--- config.mk ---
export PLATFORM = sky130hd
export DESIGN_NAME = flash_wp_ctrl
export DESIGN_NICKNAME = d
export VERILOG_FILES = /design/src/rtl/fwp_pkg.sv /design/src/rtl/fwp_prot_chk.sv /design/src/rtl/fwp_cmd_arb.sv /design/src/rtl/fwp_status_reg.sv /design/src/rtl/flash_wp_ctrl.sv
export SDC_FILE = /design/constraint.sdc
export NUM_CORES = 1
export LEC_CHECK = 0
export BUFFER_PORTS_ARGS = -buffer_cell sky130_fd_sc_hd__clkbuf_2
export CORE_MARGIN = 2
export CORE_UTILIZATION = 30
export CTS_CLUSTER_DIAMETER = 60
export DETAILED_ROUTE_END_ITERATION = 10
export GPL_TIMING_DRIVEN = 0
export PLACE_DENSITY = 0.64
export SETUP_SLACK_MARGIN = 0.3
export SKIP_CTS_REPAIR_TIMING = 1
export SLEW_MARGIN = 40
export SYNTH_ARGS = -nofsm -noshare
export SYNTH_HDL_FRONTEND = slang
export SYNTH_SLANG_ARGS = --single-unit
--- constraint.sdc ---
create_clock -name clk -period 2.8 [get_ports clk]
set_clock_uncertainty 0.15 [all_clocks]
set_input_delay 0.14 -clock clk [delete_from_list [all_inputs] [get_ports clk]]
set_output_delay 0.14 -clock clk [all_outputs]
set_load 0.01 [all_outputs]
--- src/rtl/fwp_pkg.sv ---
package fwp_pkg;
  typedef enum logic [2:0] {
    OP_NONE = 3'd0,
    OP_SSE  = 3'd1,
    OP_SE   = 3'd2,
    OP_CE   = 3'd3,
    OP_PP   = 3'd4,
    OP_WRSR = 3'd5,
    OP_PD   = 3'd6
  } op_e;

  localparam int ST_W     = 8;
  localparam int ST_BUSY  = 0;
  localparam int ST_WEN   = 1;
  localparam int ST_LVL_L = 2;
  localparam int ST_LVL_H = 3;
  localparam int ST_LOCK  = 7;
  localparam int NUM_GNT  = 6;
endpackage

--- src/rtl/fwp_prot_chk.sv ---
module fwp_prot_chk #(
  parameter int ADDR_W = 17
) (
  input  logic [1:0]        lvl_i,
  input  logic [ADDR_W-1:0] addr_i,
  output logic              hit_o
);
  logic [1:0] top2;
  assign top2 = addr_i[ADDR_W-1 -: 2];

  always_comb begin
    case (lvl_i)
      2'b00:   hit_o = 1'b0;
      2'b01:   hit_o = (top2 == 2'b11);
      2'b10:   hit_o = top2[1];
      default: hit_o = 1'b1;
    endcase
  end
endmodule

--- src/rtl/fwp_cmd_arb.sv ---
module fwp_cmd_arb
  import fwp_pkg::*;
#(
  parameter int ADDR_W  = 17,
  parameter int CYC_W   = 4,
  parameter int SUB_LSB = 12,
  parameter int SEC_LSB = 15
) (
  input  logic              wrsr_i,
  input  logic [7:0]        wrsr_data_i,
  input  logic [CYC_W-1:0]  wrsr_cycles_i,
  input  logic              sse_i,
  input  logic              se_i,
  input  logic              ce_i,
  input  logic              pp_i,
  input  logic              pd_i,
  input  logic [ADDR_W-1:0] addr_i,
  input  logic              wp_n_i,
  input  logic              busy_i,
  input  logic              wen_i,
  input  logic [1:0]        lvl_i,
  input  logic              lock_i,
  output op_e               sel_o,
  output logic [ADDR_W-1:0] tgt_o,
  output logic [7:0]        load_o
);
  localparam logic [ADDR_W-1:0] SUB_MASK = {ADDR_W{1'b1}} << SUB_LSB;
  localparam logic [ADDR_W-1:0] SEC_MASK = {ADDR_W{1'b1}} << SEC_LSB;
  localparam logic [CYC_W-1:0]  WRSR_LEN = CYC_W'(2);

  logic hit;
  logic may_write;
  logic lock_act;

  fwp_prot_chk #(.ADDR_W(ADDR_W)) u_prot (
    .lvl_i (lvl_i),
    .addr_i(addr_i),
    .hit_o (hit)
  );

  assign may_write = !busy_i && wen_i;
  assign lock_act  = lock_i && !wp_n_i;
  assign load_o    = wrsr_data_i;

  always_comb begin
    sel_o = OP_NONE;
    tgt_o = '0;
    if (wrsr_i && may_write && !lock_act && (wrsr_cycles_i == WRSR_LEN)) begin
      sel_o = OP_WRSR;
    end else if (ce_i && may_write && (lvl_i == 2'b00)) begin
      sel_o = OP_CE;
    end else if (se_i && may_write && !hit) begin
      sel_o = OP_SE;
      tgt_o = addr_i & SEC_MASK;
    end else if (sse_i && may_write && !hit) begin
      sel_o = OP_SSE;
      tgt_o = addr_i & SUB_MASK;
    end else if (pp_i && may_write && !hit) begin
      sel_o = OP_PP;
      tgt_o = addr_i;
    end else if (pd_i && !busy_i) begin
      sel_o = OP_PD;
    end
  end
endmodule

--- src/rtl/fwp_status_reg.sv ---
module fwp_status_reg (
  input  logic       clk,
  input  logic       rst_n,
  input  logic       set_wen_i,
  input  logic       clr_wen_i,
  input  logic       start_i,
  input  logic       done_i,
  input  logic       load_i,
  input  logic [7:0] load_data_i,
  output logic       busy_o,
  output logic       wen_o,
  output logic [1:0] lvl_o,
  output logic       lock_o
);
  logic       busy_q, busy_d;
  logic       wen_q, wen_d;
  logic [1:0] lvl_q, lvl_d;
  logic       lock_q, lock_d;
  logic       finish;
  logic       en;

  assign finish = busy_q && done_i;
  assign en     = set_wen_i || clr_wen_i || start_i || finish || load_i;

  always_comb begin
    busy_d = busy_q;
    wen_d  = wen_q;
    lvl_d  = lvl_q;
    lock_d = lock_q;
    if (finish) begin
      busy_d = 1'b0;
      wen_d  = 1'b0;
    end
    if (start_i)   busy_d = 1'b1;
    if (set_wen_i) wen_d  = 1'b1;
    if (clr_wen_i) wen_d  = 1'b0;
    if (load_i) begin
      lvl_d  = load_data_i[3:2];
      lock_d = load_data_i[7];
    end
  end

  always_ff @(posedge clk or negedge rst_n) begin
    if (!rst_n) begin
      busy_q <= 1'b0;
      wen_q  <= 1'b0;
      lvl_q  <= 2'b00;
      lock_q <= 1'b0;
    end else if (en) begin
      busy_q <= busy_d;
      wen_q  <= wen_d;
      lvl_q  <= lvl_d;
      lock_q <= lock_d;
    end
  end

  assign busy_o = busy_q;
  assign wen_o  = wen_q;
  assign lvl_o  = lvl_q;
  assign lock_o = lock_q;
endmodule

--- src/rtl/flash_wp_ctrl.sv ---
module flash_wp_ctrl
  import fwp_pkg::*;
#(
  parameter int ADDR_W  = 17,
  parameter int CYC_W   = 4,
  parameter int SUB_LSB = 12,
  parameter int SEC_LSB = 15
) (
  input  logic              clk,
  input  logic              rst_n,
  input  logic              wren_i,
  input  logic              wrdis_i,
  input  logic              wrsr_i,
  input  logic [7:0]        wrsr_data_i,
  input  logic [CYC_W-1:0]  wrsr_cycles_i,
  input  logic              sse_i,
  input  logic              se_i,
  input  logic              ce_i,
  input  logic              pp_i,
  input  logic              pd_i,
  input  logic [ADDR_W-1:0] addr_i,
  input  logic              wp_n_i,
  input  logic              op_done_i,
  output logic [7:0]        status_o,
  output logic              gnt_sse_o,
  output logic              gnt_se_o,
  output logic              gnt_ce_o,
  output logic              gnt_pp_o,
  output logic              gnt_wrsr_o,
  output logic              gnt_pd_o,
  output logic              busy_o,
  output logic [ADDR_W-1:0] op_addr_o
);
  op_e               sel;
  logic [ADDR_W-1:0] tgt;
  logic [7:0]        load_data;
  logic              busy, wen, lock;
  logic [1:0]        lvl;
  logic              start, array_op;
  logic [NUM_GNT-1:0] gnt_d, gnt_q;
  logic [ADDR_W-1:0] op_addr_q;

  fwp_cmd_arb #(
    .ADDR_W (ADDR_W),
    .CYC_W  (CYC_W),
    .SUB_LSB(SUB_LSB),
    .SEC_LSB(SEC_LSB)
  ) u_arb (
    .wrsr_i       (wrsr_i),
    .wrsr_data_i  (wrsr_data_i),
    .wrsr_cycles_i(wrsr_cycles_i),
    .sse_i        (sse_i),
    .se_i         (se_i),
    .ce_i         (ce_i),
    .pp_i         (pp_i),
    .pd_i         (pd_i),
    .addr_i       (addr_i),
    .wp_n_i       (wp_n_i),
    .busy_i       (busy),
    .wen_i        (wen),
    .lvl_i        (lvl),
    .lock_i       (lock),
    .sel_o        (sel),
    .tgt_o        (tgt),
    .load_o       (load_data)
  );

  assign array_op = (sel == OP_SSE) || (sel == OP_SE) || (sel == OP_CE) || (sel == OP_PP);
  assign start    = array_op || (sel == OP_WRSR);

  fwp_status_reg u_st (
    .clk        (clk),
    .rst_n      (rst_n),
    .set_wen_i  (wren_i),
    .clr_wen_i  (wrdis_i),
    .start_i    (start),
    .done_i     (op_done_i),
    .load_i     (sel == OP_WRSR),
    .load_data_i(load_data),
    .busy_o     (busy),
    .wen_o      (wen),
    .lvl_o      (lvl),
    .lock_o     (lock)
  );

  // grant vector order: sse, se, ce, pp, wrsr, pd (bit 0 upward)
  always_comb begin
    gnt_d = '0;
    case (sel)
      OP_SSE:  gnt_d[0] = 1'b1;
      OP_SE:   gnt_d[1] = 1'b1;
      OP_CE:   gnt_d[2] = 1'b1;
      OP_PP:   gnt_d[3] = 1'b1;
      OP_WRSR: gnt_d[4] = 1'b1;
      OP_PD:   gnt_d[5] = 1'b1;
      default: gnt_d    = '0;
    endcase
  end

  always_ff @(posedge clk or negedge rst_n) begin
    if (!rst_n) begin
      gnt_q <= '0;
    end else begin
      gnt_q <= gnt_d;
    end
  end

  always_ff @(posedge clk or negedge rst_n) begin
    if (!rst_n) begin
      op_addr_q <= '0;
    end else if (array_op) begin
      op_addr_q <= tgt;
    end
  end

  assign gnt_sse_o  = gnt_q[0];
  assign gnt_se_o   = gnt_q[1];
  assign gnt_ce_o   = gnt_q[2];
  assign gnt_pp_o   = gnt_q[3];
  assign gnt_wrsr_o = gnt_q[4];
  assign gnt_pd_o   = gnt_q[5];
  assign busy_o     = busy;
  assign op_addr_o  = op_addr_q;

  always_comb begin
    status_o          = '0;
    status_o[ST_BUSY] = busy;
    status_o[ST_WEN]  = wen;
    status_o[ST_LVL_L] = lvl[0];
    status_o[ST_LVL_H] = lvl[1];
    status_o[ST_LOCK] = lock;
  end
endmodule

==> flow_metrics.env, run 1 <==
export IMPL_cts_inserted_buffers=3
export IMPL_start_kind="flip-flop"
export IMPL_antenna_found_initial=0
export IMPL_worstReg2RegStart="u_st.lvl_o[1]"
export IMPL_post_dp_hpwl_um=2530
export IMPL_area_growth_syn_to_layout_pct=64.22
export IMPL_slowest_stage="or4_4"
export IMPL_antenna_cells=0
export IMPL_use_met3_pct=1.243
export IMPL_layout_common_cells="clkbuf_2, dfrtp_1, buf_4"
export IMPL_clkTransAtPathRegs_ns=0.10
export IMPL_fillers=421
export IMPL_firstDrtPassIters=4
export IMPL_first_global_vias=1105
export IMPL_required_ns=2.80
export IMPL_htreeDepth=1
export IMPL_pin_count=73
export IMPL_cp_arrival_ns=2.46
export IMPL_synthArstFlopShare_pct=100.0
export IMPL_ys_flop_type="dfrtp_1"
export IMPL_outcome="finished clean"
export IMPL_clock_path_buffers=2
export IMPL_avgSynthCellArea_sq_um=10.70
export IMPL_worstHoldStart="op_done_i"
export IMPL_maxSlewHeadroom_pct=54.12
export IMPL_grt_busiest_layer="met2"
export IMPL_grt_first_pass_wirelength_um=5347
export IMPL_portBuffers=64
export IMPL_start_util_pct=30.77
export IMPL_ys_seq_area_share_pct=48.87
export IMPL_place_ws_ns=-0.09072
export IMPL_finalHoldViolCount=0
export IMPL_switching_share_pct=36.20
export IMPL_placedInstanceArea_sq_um=1838
export IMPL_worst_pin_slew_ns=0.6818
export IMPL_drv_cap=0
export IMPL_powerDensity_nw_per_um2=782.3
export IMPL_die_w_um=73.14
export IMPL_ys_ff_latch=28
export IMPL_netlist_cell_type_count=35
export IMPL_setup_viol=0
export IMPL_hp_class="primary input to flip-flop"
export IMPL_clock_sinks=28
export IMPL_drt_wl_total_um=3861
export IMPL_cts_tree="done"
export IMPL_fin_crit_ns=2.454
export IMPL_drt_iter0_markers=28
export IMPL_p_int_mw=1.175
export IMPL_wl_per_cell_um=12.87
export IMPL_track_usage_pct=13.02
export IMPL_grt_overflow_total=0
export IMPL_combPwrFrac_pct=48.7
export IMPL_ff2ff_setup_slack_ns=0.35
export IMPL_drive_above_1_share_pct=46.75
export IMPL_rsz0062_at_grt="false"
export IMPL_yosys_warnings=0
export IMPL_viasPerCell=4.630
export IMPL_period_share_pct=87.64
export IMPL_die_height_um=73.14
export IMPL_clock_power_share_pct=17.3
export IMPL_final_antenna_net_count=0
export IMPL_p_leak_nw=1.152
export IMPL_gr_usage_met2_pct=21.52
export IMPL_holdPathEnd="u_st.busy_o"
export IMPL_seq_power_share_pct=34.0
export IMPL_fin_ws_ns=0.3461
export IMPL_final_common_cell="clkbuf_2"
export IMPL_crit_type="flip-flop to flip-flop"
export IMPL_place_congestion=0.8133
export IMPL_reg2reg_depth=6
export IMPL_die_area_sq_um=5349
export IMPL_ir_worst_vdd_v=0.0003305
export IMPL_slew_violations=0
export IMPL_cts_root_buf="clkbuf_8"
export IMPL_syn_inst=134
export IMPL_synth_edff_count=0
export IMPL_startpoint="u_st.lvl_o[1]"
export IMPL_r2r_end="u_st.busy_o"
export IMPL_fp_row_count=25
export IMPL_synth_area_sq_um=1434
export IMPL_final_cell_area_sq_um=2355
export IMPL_vias=1389
export IMPL_worstPathMaxFanout=5
export IMPL_whs_path_depth=3
export IMPL_cp_cell_sequence="a21o_2 -> a2111o_1 -> a221oi_4 -> buf_4 -> a21oi_1 -> or4_4"
export IMPL_drc=0
export IMPL_switchingPower_uw=666.8
export IMPL_core_sq_um=4661
export IMPL_final_nets=288
export IMPL_clock_fmax_mhz=407.5
export IMPL_clkLatencyLatePin_ns=0.27
export IMPL_max_stage_delay_ns=0.48
export IMPL_grt_max_degree=29
export IMPL_cp_end_kind="flip-flop"
export IMPL_grtUsageMet1_pct=17.29
[power groups by stage]
| stage | clock (mW) | combinational (mW) | sequential (mW) |
|---|---|---|---|
| global placement | 0 | 0.686 | 0.634 |
| CTS | 0.331 | 0.697 | 0.630 |
| floorplan | 0 | 0.369 | 0.692 |
| detailed placement | 0 | 0.693 | 0.636 |
| finish | 0.319 | 0.897 | 0.627 |
| global route | 0.343 | 0.971 | 0.645 |
[logic make-up after synthesis]
group                  after synthesis  synth area share, %
AND/OR/NAND/NOR                     41                17.45
buffers and inverters               31                10.38
AO/OA/AOI/OAI                       30                20.68
flip-flops                          28                48.87
multiplexers                         3                2.356
other                                1               0.2615
[worst max-delay path, delay by kind of cell (launching register included)]
| kind | cells | cell delay, ns |
|---|---|---|
| AND/OR/NAND/NOR | 1 | 0.48 |
| buffers and inverters | 1 | 0.17 |
| AO/OA/AOI/OAI | 4 | 1.12 |
| flip-flops | 1 | 0.42 |
[synth_stat cells (3+ instances only)]
cell       n  share of area [%]
inv_1     19                5.0
mux2_2     3                2.4
nor2b_1    4                1.7
nand4_1   12                5.2
o31ai_1   17                8.9
nand2b_1   3                1.3
dfrtp_1   28                 49
clkbuf_1   3               0.79
nand2_1    6                1.6
buf_4      6                3.1
nor2_1     4                1.0
[sequential cells by signal, indices dropped and copies added, names as in the netlist]
name / count
op_addr_o: 17
gnt_q: 6
u_st.lvl_o: 2
u_st.busy_o: 1
u_st.lock_o: 1
u_st.wen_o: 1
[through the flow]
| step | setup TNS, ns | hold WS, ns | instances | utilization [%] | power (mW) |
|---|---|---|---|---|---|
| final | 0 | 0.05363 | 300 | 50.52 | 1.842 |
| after global routing | 0 | 0.08891 | 300 | 50.52 | 1.958 |
| after CTS | -1.009 | -0.2277 | 258 | 40.97 | 1.658 |
| after detailed placement | -0.8054 | 0.07442 | 254 | 39.44 | 1.329 |
| after global placement | -0.7129 | 0.06909 | 254 | 39.44 | 1.321 |
| after floorplan | 0 | -0.3056 | 136 | - | 1.061 |
[final cells by class]
cell class	count	area (sq um)	share of cell area, %
buffer	12	83.83	3.560
clock buffer	3	41.29	1.753
clock inverter	1	30.03	1.275
inverter	19	71.32	3.029
multi-input combinational	77	664.4	28.21
sequential	28	703.2	29.86
tap	54	67.56	2.869
timing repair buffer	106	693.2	29.44
[layer usage]
layer,part of all wire [%],vias up
li1,-,699
met1,44,661
met2,53,27
met3,2.9,2
met4,0.88,0
met5,0,-
[how the worst max path moves through the flow]
stage	to	slack, ns
CTS	op_addr_o[12]	-0.11
global placement	op_addr_o[10]	-0.09
detailed placement	op_addr_o[11]	-0.09
finish	u_st.busy_o	0.35
global route	u_st.busy_o	0.26
floorplan	u_st.busy_o	0.34
Note: power is estimated with default switching activity, not from simulation.
==> run 2, diff against run 1 <==
--- a/config.mk
+++ b/config.mk
@@ -6,6 +6,7 @@
 export NUM_CORES = 1
 export LEC_CHECK = 0
 export BUFFER_PORTS_ARGS = -buffer_cell sky130_fd_sc_hd__clkbuf_2
+export CORE_ASPECT_RATIO = 0.75
 export CORE_MARGIN = 2
 export CORE_UTILIZATION = 30
 export CTS_CLUSTER_DIAMETER = 60
==> run 2 against run 1 <==
Against the previous run:
- the flow now finishes with violations (hold timing)
- clock power decreased by 23%
- maximum frequency increased by 1.1%
- sequential power increased by 0.6%
- sequential cell count unchanged
- first-iteration DRC count increased to 2.6 times the previous value
- critical endpoint unchanged
==> flow_metrics.env, run 2 (synthesized netlist as in run 1, its figures left out) <==
export IMPL_powerDensity_nw_per_um2=748.1
export IMPL_drive_above_1_share_pct=45.64
export IMPL_finalHoldViolCount=1
export IMPL_clkTransAtPathRegs_ns=0.09
export IMPL_r2r_end="u_st.busy_o"
export IMPL_viasPerCell=4.634
export IMPL_worstPathMaxFanout=4
export IMPL_drv_cap=0
export IMPL_crit_type="flip-flop to flip-flop"
export IMPL_largest_register_ffs=17
export IMPL_grt_overflow_total=0
export IMPL_holdPathEnd="op_addr_o[8]"
export IMPL_slew_violations=0
export IMPL_drt_iter0_markers=73
export IMPL_p_leak_nw=1.125
export IMPL_fp_row_count=21
export IMPL_pin_count=73
export IMPL_worst_hold_slack_ns=-0.03133
export IMPL_ir_worst_vdd_v=0.0003614
export IMPL_drc=0
export IMPL_clkLatencyLatePin_ns=0.27
export IMPL_grt_max_degree=29
export IMPL_seq_power_share_pct=36.9
export IMPL_die_height_um=63.87
export IMPL_switching_share_pct=37.57
export IMPL_ff2ff_setup_slack_ns=0.37
export IMPL_firstDrtPassIters=4
export IMPL_outcome="finished with violations"
export IMPL_final_common_cell="clkbuf_2"
export IMPL_worstHoldStart="addr_i[8]"
export IMPL_cp_arrival_ns=2.43
export IMPL_grt_first_pass_wirelength_um=5623
export IMPL_antenna_found_initial=0
export IMPL_rsz0062_at_grt="false"
export IMPL_post_dp_hpwl_um=2607
export IMPL_portBuffers=64
export IMPL_final_nets=283
export IMPL_drt_wl_total_um=3865
export IMPL_first_global_vias=1175
export IMPL_cts_inserted_buffers=3
export IMPL_track_usage_pct=12.93
export IMPL_cp_end_kind="flip-flop"
export IMPL_worst_pin_slew_ns=0.6863
export IMPL_core_sq_um=4519
export IMPL_area_growth_syn_to_layout_pct=59.34
export IMPL_placedInstanceArea_sq_um=1842
export IMPL_clock_power_share_pct=14.3
export IMPL_finalPower_mw=1.709
export IMPL_multi_input_area_sq_um=645.6
export IMPL_reg2reg_depth=6
export IMPL_clock_sinks=28
export IMPL_start_kind="flip-flop"
export IMPL_cp_cell_sequence="and2_2 -> a211o_1 -> a2111oi_4 -> buf_4 -> a21oi_1 -> or4_1"
export IMPL_antenna_cells=0
export IMPL_final_cell_area_sq_um=2285
export IMPL_violations="hold timing"
export IMPL_whs_path_depth=3
export IMPL_required_ns=2.80
export IMPL_hp_class="primary input to flip-flop"
export IMPL_p_int_mw=1.067
export IMPL_htreeDepth=1
export IMPL_wl_per_cell_um=12.97
export IMPL_fin_crit_ns=2.427
export IMPL_clock_path_buffers=2
export IMPL_start_util_pct=31.73
export IMPL_fillers=424
export IMPL_worstReg2RegStart="u_st.lvl_o[1]"
export IMPL_period_share_pct=86.67
export IMPL_switchingPower_uw=642.2
export IMPL_final_antenna_net_count=0
export IMPL_layout_common_cells="clkbuf_2, dfrtp_1, buf_4, dlygate4sd3_1, inv_1"
export IMPL_seqCellArea_sq_um=701.9
export IMPL_setup_viol=0
export IMPL_cts_tree="done"
export IMPL_vias=1381
export IMPL_place_congestion=0.7535
export IMPL_combPwrFrac_pct=48.8
export IMPL_cts_root_buf="clkbuf_8"
export IMPL_max_stage_delay_ns=0.47
export IMPL_slowest_stage="or4_1"
export IMPL_clock_fmax_mhz=412.1
export IMPL_maxSlewHeadroom_pct=54.25
export IMPL_die_w_um=83.83
export IMPL_die_area_sq_um=5354
==> run 2: cell count changes in the layout (fill, tap and decap cells not counted), sizes merged <==
cell,before,now
buf,26,24
bufinv,1,0
dlygate4sd3,23,22
clkbuf,72,71
==> run 2: worst max path at each step <==
| stage | from | endpoint | slack (ns) | cells after the start |
|---|---|---|---|---|
| finish | u_st.lvl_o[1] | u_st.busy_o | 0.37 | 6 |
| CTS | u_st.busy_o | op_addr_o[9] | -0.07 | 6 |
| global placement | u_st.busy_o | op_addr_o[8] | -0.08 | 6 |
| detailed placement | u_st.busy_o | op_addr_o[9] | -0.05 | 6 |
| floorplan | u_st.busy_o | u_st.busy_o | 0.34 | 6 |
| global route | u_st.busy_o | u_st.busy_o | 0.30 | 6 |
==> run 2: worst max-delay path: cells and delay by family (launching register included) <==
family | cells | cell delay, ns
AND/OR/NAND/NOR | 2 | 0.69
flip-flops | 1 | 0.43
AO/OA/AOI/OAI | 3 | 0.83
buffers and inverters | 1 | 0.20
==> run 2: cell type report <==
type                            count  share of cell area (%)
Clock buffer                        4                   2.410
Inverter                           19                   3.122
Sequential cell                    28                   30.72
Tap cell                           57                   3.122
Buffer                             12                   3.779
Multi-Input combinational cell     77                   28.26
Timing Repair Buffer              101                   28.59
==> run 2: metrics by stage <==
stage | std cells | utilization, % | TNS (ns) | worst slack (ns)
2_1_floorplan | 136 | - | 0 | 0.3421
4_1_cts | 261 | 41.97 | -0.5814 | -0.06976
5_1_grt | 298 | 50.55 | 0 | 0.2983
3_3_place_gp | 257 | 40.75 | -0.6349 | -0.07702
6_report | 298 | 50.55 | 0 | 0.3734
3_5_place_dp | 257 | 40.75 | -0.4310 | -0.05435
==> run 2: layer usage <==
metal	wire length [um]	track usage [%]	part of all wire, %	up-vias
met4	29	1.815	0.75	0
met5	0	0	0	-
li1	-	-	-	686
met2	1861	20.10	48	41
met3	199	4.264	5.1	4
met1	1776	18.04	46	650
==> run 2: power groups by stage <==
stage	clock network (mW)	logic, mW	registers, mW
floorplan	0	0.369	0.692
global placement	0	0.687	0.635
detailed placement	0	0.692	0.637
CTS	0.254	0.696	0.630
global route	0.273	0.909	0.648
finish	0.245	0.834	0.631
==> run 3, diff against run 2 <==
--- a/config.mk
+++ b/config.mk
@@ -13,8 +13,8 @@
 export DETAILED_ROUTE_END_ITERATION = 10
 export GPL_TIMING_DRIVEN = 0
 export PLACE_DENSITY = 0.64
+export REMOVE_ABC_BUFFERS = 1
 export SETUP_SLACK_MARGIN = 0.3
-export SKIP_CTS_REPAIR_TIMING = 1
 export SLEW_MARGIN = 40
 export SYNTH_ARGS = -nofsm -noshare
 export SYNTH_HDL_FRONTEND = slang
==> run 3 against run 2 <==
Against the previous run:
- sequential cell count unchanged
- clock-buffer cell count stayed put
- highest routed layer unchanged
- the run now ends clean
- via count is 0.65% lower
- critical endpoint unchanged
- clock power is 2% higher
==> flow_metrics.env, run 3 (synthesized netlist as in run 1, its figures left out) <==
export IMPL_vias=1372
export IMPL_die_w_um=83.83
export IMPL_drc=0
export IMPL_die_height_um=63.87
export IMPL_ir_worst_vdd_v=0.0004504
export IMPL_reg2reg_depth=6
export IMPL_drt_wl_total_um=4120
export IMPL_hp_class="primary input to flip-flop"
export IMPL_finalPower_mw=1.752
export IMPL_start_util_pct=31.73
export IMPL_worstHoldStart="op_done_i"
export IMPL_clock_path_buffers=2
export IMPL_htreeDepth=1
export IMPL_period_share_pct=86.95
export IMPL_outcome="finished clean"
export IMPL_crit_type="flip-flop to flip-flop"
export IMPL_pin_count=73
export IMPL_worst_pin_slew_ns=0.6979
export IMPL_cp_end_kind="flip-flop"
export IMPL_worst_hold_slack_ns=0.01589
export IMPL_cp_arrival_ns=2.44
export IMPL_slowest_stage="a2111oi_4"
export IMPL_drv_cap=0
export IMPL_post_dp_hpwl_um=2566
export IMPL_die_area_sq_um=5354
export IMPL_wl_per_cell_um=14.26
export IMPL_place_congestion=0.8141
export IMPL_final_common_cell="clkbuf_2"
export IMPL_core_sq_um=4519
export IMPL_antenna_found_initial=0
export IMPL_r2r_end="u_st.busy_o"
export IMPL_maxSlewHeadroom_pct=53.48
export IMPL_final_nets=274
export IMPL_grt_first_pass_wirelength_um=6927
export IMPL_firstDrtPassIters=4
export IMPL_powerDensity_nw_per_um2=775.2
export IMPL_clock_sinks=28
export IMPL_ff2ff_setup_slack_ns=0.37
export IMPL_holdPathEnd="u_st.busy_o"
export IMPL_grt_max_degree=29
export IMPL_slew_violations=0
export IMPL_cts_inserted_buffers=3
export IMPL_drt_iter0_markers=112
export IMPL_p_leak_nw=1.082
export IMPL_area_growth_syn_to_layout_pct=57.59
export IMPL_clkLatencyLatePin_ns=0.27
export IMPL_whs_path_depth=3
export IMPL_rsz0062_at_grt="true"
export IMPL_layout_common_cells="clkbuf_2, dfrtp_1, dlygate4sd3_1"
export IMPL_track_usage_pct=16.07
export IMPL_first_global_vias=1421
export IMPL_fin_crit_ns=2.435
export IMPL_viasPerCell=4.747
export IMPL_utilization_pct=50.00
export IMPL_start_kind="flip-flop"
export IMPL_worstReg2RegStart="u_st.lvl_o[1]"
export IMPL_antenna_cells=0
export IMPL_finalHoldViolCount=0
export IMPL_portBuffers=64
export IMPL_clkTransAtPathRegs_ns=0.10
export IMPL_final_cell_area_sq_um=2260
export IMPL_grt_overflow_total=0
export IMPL_cts_root_buf="clkbuf_8"
export IMPL_worstPathMaxFanout=9
export IMPL_final_antenna_net_count=0
export IMPL_clock_fmax_mhz=410.8
export IMPL_fp_row_count=21
export IMPL_cp_cell_sequence="a21o_2 -> a211o_1 -> a2111oi_4 -> buf_6 -> a21oi_1 -> or4_1"
export IMPL_cts_tree="done"
export IMPL_drive_above_1_share_pct=43.97
export IMPL_setup_viol=0
export IMPL_required_ns=2.81
export IMPL_max_stage_delay_ns=0.45
export IMPL_placedInstanceArea_sq_um=1785
export IMPL_largest_register_ffs=17
[run 3: worst max path at each step]
stage	slack [ns]	from	endpoint
final	0.37	u_st.lvl_o[1]	u_st.busy_o
after global placement	-0.57	u_st.lvl_o[1]	op_addr_o[3]
after global routing	0.30	u_st.busy_o	gnt_q[5]
after CTS	0.29	u_st.lvl_o[1]	u_st.busy_o
after floorplan	0.03	u_st.lvl_o[1]	op_addr_o[0]
after detailed placement	-0.34	u_st.busy_o	u_st.busy_o
[run 3: final cells by class]
| class | count | area, sq um |
|---|---|---|
| fill | 425 | 2260 |
| timing repair buffer | 104 | 710.7 |
| sequential | 28 | 701.9 |
| multi-input combinational | 77 | 649.4 |
| inverter | 19 | 71.32 |
| tap | 57 | 71.32 |
| clock buffer | 4 | 55.05 |
[run 3: timing repair]
action                                  4_1_cts  5_1_grt
gates resized for setup                       4        7
hold buffers                                 23        0
hold endpoints to repair                     49        0
setup buffers                                14        2
pin swaps                                     6        2
endpoints found under the setup margin       19       18
[run 3: report_power, final]
part	switching (mW)	total [mW]	internal, mW
Sequential	0.0934	0.633	0.540
Clock	0.123	0.249	0.126
Combinational	0.451	0.870	0.419
Total	0.668	1.75	1.08
[run 3: routing by layer]
metal	GRT usage, %	up-vias	share of wire, %
met5	0	-	0
met4	5.444	0	1.6
met3	3.359	6	4.3
met2	26.80	53	49
met1	20.87	644	45
li1	-	669	-
[run 3: worst max-delay path, delay by kind of cell, from the launching register on]
family          cells  cell delay, ns
compound gates      4            1.08
buf+inv             1            0.20
simple gates        1            0.45
flops               1            0.44
[run 3: per-stage QoR]
step / TNS [ns] / cells / setup WS [ns]
floorplan: 0 / 124 / 0.03314
global placement: -10.30 / 245 / -0.5709
detailed placement: -5.013 / 246 / -0.3431
CTS: 0 / 287 / 0.2900
global route: 0 / 289 / 0.3020
finish: 0 / 289 / 0.3655
